**config.mk**
```make
export PLATFORM = sky130hd
export DESIGN_NAME = uart9_tx
export DESIGN_NICKNAME = d
export VERILOG_FILES = /design/src/rtl/uart9_pkg.sv /design/src/rtl/u9_hold.sv /design/src/rtl/u9_shift.sv /design/src/rtl/u9_pad.sv /design/src/rtl/uart9_tx.sv
export SDC_FILE = /design/constraint.sdc
export NUM_CORES = 1
export LEC_CHECK = 0
export ABC_CLOCK_PERIOD_IN_PS = 1800
export BUFFER_PORTS_ARGS = -buffer_cell sky130_fd_sc_hd__buf_4
export CORE_MARGIN = 1
export CORE_UTILIZATION = 58
export CTS_BUF_LIST = sky130_fd_sc_hd__clkbuf_4
export CTS_CLUSTER_SIZE = 30
export DETAILED_ROUTE_END_ITERATION = 8
export HOLD_SLACK_MARGIN = 0.03
export PLACE_DENSITY_LB_ADDON = 0.05
export SYNTH_ARGS = -nofsm -noshare
export SYNTH_HDL_FRONTEND = slang
export SYNTH_SLANG_ARGS = --single-unit
```
**constraint.sdc**
```tcl
create_clock -name clk -period 1.8 [get_ports clk]
set_input_delay 0.54 -clock clk [delete_from_list [all_inputs] [get_ports clk]]
set_output_delay 0.54 -clock clk [all_outputs]
set_load 0.02 [all_outputs]
```
**src/rtl/uart9_pkg.sv**
```systemverilog
`timescale 1ns/1ps
package uart9_pkg;
  typedef enum logic [2:0] {
    ST_IDLE  = 3'd0,
    ST_START = 3'd1,
    ST_DATA  = 3'd2,
    ST_STOP  = 3'd3,
    ST_BREAK = 3'd4
  } tx_state_e;
endpackage

```
**src/rtl/u9_hold.sv**
```systemverilog
`timescale 1ns/1ps
// One-entry holding stage in front of the shifter.
module u9_hold #(
  parameter int W = 9
) (
  input  logic         clk,
  input  logic         rst_n,
  input  logic         in_valid,
  output logic         in_ready,
  input  logic [W-1:0] in_data,
  output logic         out_valid,
  output logic [W-1:0] out_data,
  input  logic         pop
);
  logic         full_q;
  logic [W-1:0] data_q;

  assign in_ready  = !full_q;
  assign out_valid = full_q;
  assign out_data  = data_q;

  always_ff @(posedge clk) begin
    if (!rst_n) begin
      full_q <= 1'b0;
      data_q <= '0;
    end else if (in_valid && in_ready) begin
      full_q <= 1'b1;
      data_q <= in_data;
    end else if (pop) begin
      full_q <= 1'b0;
    end
  end
endmodule

```
**src/rtl/u9_shift.sv**
```systemverilog
`timescale 1ns/1ps
// Frame sequencer: start, data (8 or 9), stop, and break.
module u9_shift
  import uart9_pkg::*;
#(
  parameter int DATA_W = 8
) (
  input  logic            clk,
  input  logic            rst_n,
  input  logic            tick,
  input  logic            nine_mode,
  input  logic            ld_valid,
  input  logic [DATA_W:0] ld_data,
  output logic            ld_pop,
  input  logic            brk_req,
  output logic            line_raw,
  output logic            busy
);
  localparam int FW = DATA_W + 1;
  localparam int CW = $clog2(DATA_W + 3);
  localparam logic [CW-1:0] LAST_NARROW = CW'(DATA_W - 1);
  localparam logic [CW-1:0] LAST_WIDE   = CW'(DATA_W);
  localparam logic [CW-1:0] BRK_NARROW  = CW'(DATA_W + 1);
  localparam logic [CW-1:0] BRK_WIDE    = CW'(DATA_W + 2);

  tx_state_e      state_q;
  logic [FW-1:0]  sh_q;
  logic [CW-1:0]  cnt_q;
  logic           brk_pend_q;
  logic [CW-1:0]  last_bit;
  logic [CW-1:0]  brk_last;
  logic           at_boundary;

  assign last_bit    = nine_mode ? LAST_WIDE : LAST_NARROW;
  assign brk_last    = nine_mode ? BRK_WIDE : BRK_NARROW;
  assign at_boundary = (state_q == ST_IDLE) || (state_q == ST_STOP);
  assign ld_pop      = tick && at_boundary && ld_valid;
  assign busy        = (state_q != ST_IDLE) || brk_pend_q;

  always_comb begin
    case (state_q)
      ST_START, ST_BREAK: line_raw = 1'b0;
      ST_DATA:            line_raw = sh_q[0];
      default:            line_raw = 1'b1;
    endcase
  end

  always_ff @(posedge clk) begin
    if (!rst_n) begin
      state_q    <= ST_IDLE;
      sh_q       <= '0;
      cnt_q      <= '0;
      brk_pend_q <= 1'b0;
    end else begin
      if (tick) begin
        case (state_q)
          ST_IDLE, ST_STOP: begin
            if (ld_valid) begin
              state_q <= ST_START;
              sh_q    <= ld_data;
            end else if (brk_pend_q) begin
              state_q    <= ST_BREAK;
              cnt_q      <= '0;
              brk_pend_q <= 1'b0;
            end else begin
              state_q <= ST_IDLE;
            end
          end
          ST_START: begin
            state_q <= ST_DATA;
            cnt_q   <= '0;
          end
          ST_DATA: begin
            sh_q <= sh_q >> 1;
            if (cnt_q == last_bit) state_q <= ST_STOP;
            else                   cnt_q   <= cnt_q + 1'b1;
          end
          ST_BREAK: begin
            if (cnt_q == brk_last) state_q <= ST_STOP;
            else                   cnt_q   <= cnt_q + 1'b1;
          end
          default: state_q <= ST_IDLE;
        endcase
      end
      if (brk_req) brk_pend_q <= 1'b1;
    end
  end
endmodule

```
**src/rtl/u9_pad.sv**
```systemverilog
`timescale 1ns/1ps
// Output polarity and pin direction.
module u9_pad (
  input  logic raw,
  input  logic invert,
  input  logic loop_en,
  input  logic rx_from_pin,
  input  logic dir_out,
  output logic line_out,
  output logic line_oe
);
  logic single_wire;

  assign single_wire = loop_en && rx_from_pin;
  assign line_out    = raw ^ invert;
  assign line_oe     = !single_wire || dir_out;
endmodule

```
**src/rtl/uart9_tx.sv**
```systemverilog
`timescale 1ns/1ps
module uart9_tx #(
  parameter int DATA_W = 8
) (
  input  logic              clk,
  input  logic              rst_n,
  input  logic              wr_valid,
  output logic              wr_ready,
  input  logic [DATA_W-1:0] wr_data,
  input  logic              ninth_bit,
  input  logic              nine_mode,
  input  logic              invert,
  input  logic              loop_en,
  input  logic              rx_from_pin,
  input  logic              dir_out,
  input  logic              baud_tick,
  input  logic              break_req,
  output logic              line_out,
  output logic              line_oe,
  output logic              tx_idle
);
  localparam int FW = DATA_W + 1;

  logic          hold_valid;
  logic [FW-1:0] hold_data;
  logic          hold_pop;
  logic          raw;
  logic          shift_busy;

  u9_hold #(.W(FW)) u_hold (
    .clk      (clk),
    .rst_n    (rst_n),
    .in_valid (wr_valid),
    .in_ready (wr_ready),
    .in_data  ({ninth_bit, wr_data}),
    .out_valid(hold_valid),
    .out_data (hold_data),
    .pop      (hold_pop)
  );

  u9_shift #(.DATA_W(DATA_W)) u_shift (
    .clk      (clk),
    .rst_n    (rst_n),
    .tick     (baud_tick),
    .nine_mode(nine_mode),
    .ld_valid (hold_valid),
    .ld_data  (hold_data),
    .ld_pop   (hold_pop),
    .brk_req  (break_req),
    .line_raw (raw),
    .busy     (shift_busy)
  );

  u9_pad u_pad (
    .raw        (raw),
    .invert     (invert),
    .loop_en    (loop_en),
    .rx_from_pin(rx_from_pin),
    .dir_out    (dir_out),
    .line_out   (line_out),
    .line_oe    (line_oe)
  );

  assign tx_idle = !shift_busy && !hold_valid;
endmodule

```
==> impl_metrics.yaml <==
run_status:
  run_status: "finished, violations left"
  failed_checks: "negative setup slack"
synth:
  yosys.area_share.xor_xnor_pct: 2.275
  ys.flop_type: "sky130_fd_sc_hd__dfxtp_1"
  synth_edf_count: 0
  post_synth_and_or_nand_nor_area_fraction_pct: 23.67
  async_flop_share_pct: 0
  yosysSeqAreaShare_pct: 36.39
  synth_area_leader_cell: "sky130_fd_sc_hd__dfxtp_1"
  syn-mean-instance-area_um2: 8.947
  synth.lib_cells_used.distinct: 44
  ys_warn_count: 0
  synthTopCellsByArea: "sky130_fd_sc_hd__dfxtp_1, sky130_fd_sc_hd__nand2_1, sky130_fd_sc_hd__mux2i_1"
  synth_largest_type_area_fraction_pct: 36.39
  synthMuxAreaShare_pct: 12.81
  synth-compound-area-share_pct: 19.38
  number_of_flip_flops_and_latches_in_the_synthesized_netlist: 27
  dominant_combinational_cell_family_by_area_after_synthesis: "simple AND/OR/NAND/NOR gates"
  syn_nets: 186
  syn_inst: 166
  synth.cell_area_um2: 1485
  synthesized_area_fraction_occupied_by_adder_cells_pct: 0.8425
timing:
  fin_skew_ns: 0.005288
  worst_slack_ns: -0.08713
  period_needed_ns: 1.887
  fmax_mhz: 529.9
  rsz0062_at_grt: "yes"
  hold_violations: 0
  whs_ns: 0.4143
  period_share_pct: 104.8
  slew_viols_final: 0
  finalSetupViolCount: 2
  slew_at_the_pin_closest_to_its_max_slew_limit_ns: 0.4029
  slew_headroom_pct: 73.14
setup_path:
  critPathLaunch: "u_shift.state_q[2]"
  worst_ep_arrival_time_ns: 1.35
  critical_path.cell_chain: "nor2_4, nand2_2, o22ai_2, xnor2_1, buf_4"
  r2r_cells: 7
  rrSetupSlack_ns: 0.13
  critical-path-slowest-cell: "sky130_fd_sc_hd__dfxtp_4"
  timing.critical_path.to_type: "output pin"
  timing_worst_setup_path_type: "reg2out"
  critical_path.reg2reg.endpoint: "u_shift.cnt_q[1]"
  cp.required_ns: 1.26
  timing.critical_path.fanout_max: 3
  crit_path_max_incr_delay_ns: 0.39
  crit-reg2reg-launch: "u_shift.state_q[2]"
  cp-start-kind: "register"
clock_network:
  clock_latency_on_the_worst_skew_pair_ns: 0.32
  tritoncts.num_buffers: 3
  holdBufCountCts: 0
  clock_tree.htree_level_count: 1
  tritoncts_clock_tree: "done"
  root_buffer: "sky130_fd_sc_hd__clkbuf_4"
  cts.path.max_buffers: 2
  path_clk_slew_ns: 0.15
  cts_sinks: 27
power_and_ir_drop:
  power.static_leakage_uw: 0.0007550
  power.ir.vdd_worst_mv: 0.6866
  total_power_uw: 1229
  power_per_cell_area_nw_per_um2: 686.0
routing:
  via_count: 1237
  drc: 0
  routed_wire_length_per_instance_um: 12.77
  drt-initial-drc-count: 15
  wl_um: 2847
  post_drt_via_cell_ratio: 5.547
  antenna_violating_nets_post_route: 0
  dr.pass1.iters: 4
min_path:
  min-delay-path-class: "in2reg"
  holdCritStartpoint: "break_req"
  whs_endpoint: "u_shift.brk_pend_q"
  whs_path_depth: 2
layout:
  insertedDiodeCount: 0
  fillCellCount: 166
  layout.nets: 216
  layout-drive-gt1-share_pct: 29.74
  multi_input_area_um2: 899.6
  non_filler_cells_final: 223
  synthToLayoutAreaGrowth_pct: 20.64
  ff_latch_area_um2: 549.3
placement:
  finalWeightedCongestion: 0.8216
  portBuffers: 22
  dp.cells: 215
  pre_cts_slack_ns: -0.05252
  detailedPlacementHpwl_um: 2070
grt:
  grt_start_max_net_pins: 31
  gr-usage-all-layers_pct: 23.75
  first_global_vias: 1129
  grt_antenna_before_repair: 0
  grt_pass1_wl_um: 4933
  grt.overflow.total: 0
floorplanning:
  die_x_um: 52.60
  coreArea_um2: 2318
  start_util_pct: 64.06
  rows: 17
  die_y_um: 52.60
  io-pin-count: 23
  die_area_um2: 2767
job:
  timing.max_cap.violations: 0
## how the worst max path moves through the flow
stage	to	slack, ns	depth (start not counted)
6_report	line_out	-0.09	5
5_1_grt	line_out	-0.14	5
4_1_cts	line_out	-0.09	5
3_5_place_dp	u_shift.cnt_q[2]	-0.05	6
3_3_place_gp	u_shift.cnt_q[2]	-0.009	6
2_1_floorplan	u_shift.cnt_q[2]	0.13	5
## where the power goes
part	leakage, µW	internal (µW)	switching, µW	total (µW)
Combinational	0.000519	163	152	315
Sequential	0.000222	625	23.5	648
Clock	0.0000139	84.8	181	266
## stage by stage
stage	utilization, %	setup TNS (ns)	cell area [µm²]
3_3_place_gp	73.56	-0.009055	1705
2_1_floorplan	-	0	1491
5_1_grt	77.28	-0.2770	1792
6_report	77.28	-0.1564	1792
4_1_cts	76.79	-0.1775	1780
3_5_place_dp	73.56	-0.05252	1705
## state kept, by name, summed over array words and instances, names as in the netlist
signal	flops
u_hold.out_valid	1
u_hold.out_data	9
u_shift.state_q	3
u_shift.cnt_q	4
u_shift.brk_pend_q	1
u_shift.sh_q	9
## layout make-up
cell class	instances	area share [%]
Multi-Input combinational cell	125	50.21
Clock buffer	3	1.257
Tap cell	28	1.955
Timing Repair Buffer	35	14.66
Inverter	4	0.8380
Sequential cell	27	30.66
Clock inverter	1	0.4190
## cells by family after synthesis
kind of cell,after synthesis
adder cells (fa/ha/maj),1
XOR/XNOR,3
flip-flops,27
AO/OA/AOI/OAI,35
multiplexers,18
AND/OR/NAND/NOR,68
buffers and inverters,14
## what timing repair did
item	CTS	global route
resized for setup	8	1
buffers inserted	3	1
setup endpoints to repair	2	4
pin swaps	2	1
## worst max-delay path: cells and delay by family, from the launching register on
kind                   cells  cell delay (ns)
AO/OA/AOI/OAI              1             0.15
XOR/XNOR                   1             0.13
buffers and inverters      1             0.16
flip-flops                 1             0.39
AND/OR/NAND/NOR            2             0.21
## cells in the mapped netlist (all sizes together), types with 2 or more instances
cell    instances
nand2          31
dfxtp          27
a21boi         12
nor2b          12
mux2i          10
mux2            8
buf             7
nor2            5
inv             4
o21ai           4
a21oi           3
clkbuf          3
nand2b          3
nand3           3
nand3b          3
o21a            3
a211oi          2
and2            2
nand4           2
o221a           2
o22ai           2
or3b            2
xnor2           2
## layer usage
metal	up-vias	global-route usage [%]	wire length (µm)
met1	578	32.86	1403
met4	0	6.579	17
li1	633	-	-
met3	2	3.478	85
met2	24	37.97	1341
met5	-	0	0
## cell usage in the layout (no fill, tap or decap), types with 2 or more instances in the layout
cell type and count:
sky130_fd_sc_hd__buf_4 35, sky130_fd_sc_hd__nand2_1 30, sky130_fd_sc_hd__dfxtp_1 24, sky130_fd_sc_hd__nor2b_1 12
sky130_fd_sc_hd__mux2i_1 10, sky130_fd_sc_hd__a21boi_0 9, sky130_fd_sc_hd__inv_1 4, sky130_fd_sc_hd__mux2_2 4
sky130_fd_sc_hd__mux2_1 4, sky130_fd_sc_hd__nor2_1 4, sky130_fd_sc_hd__nand3b_1 3, sky130_fd_sc_hd__o21ai_0 3
sky130_fd_sc_hd__nand3_1 3, sky130_fd_sc_hd__nand2b_1 3, sky130_fd_sc_hd__a21boi_1 3, sky130_fd_sc_hd__o21a_1 3
sky130_fd_sc_hd__clkbuf_4 3, sky130_fd_sc_hd__xnor2_1 2, sky130_fd_sc_hd__o22ai_2 2, sky130_fd_sc_hd__or3b_1 2
sky130_fd_sc_hd__a211oi_2 2, sky130_fd_sc_hd__nand4_1 2, sky130_fd_sc_hd__a21oi_1 2, sky130_fd_sc_hd__o221a_1 2
sky130_fd_sc_hd__dfxtp_4 2
Note: power is estimated with default switching activity, not from simulation.
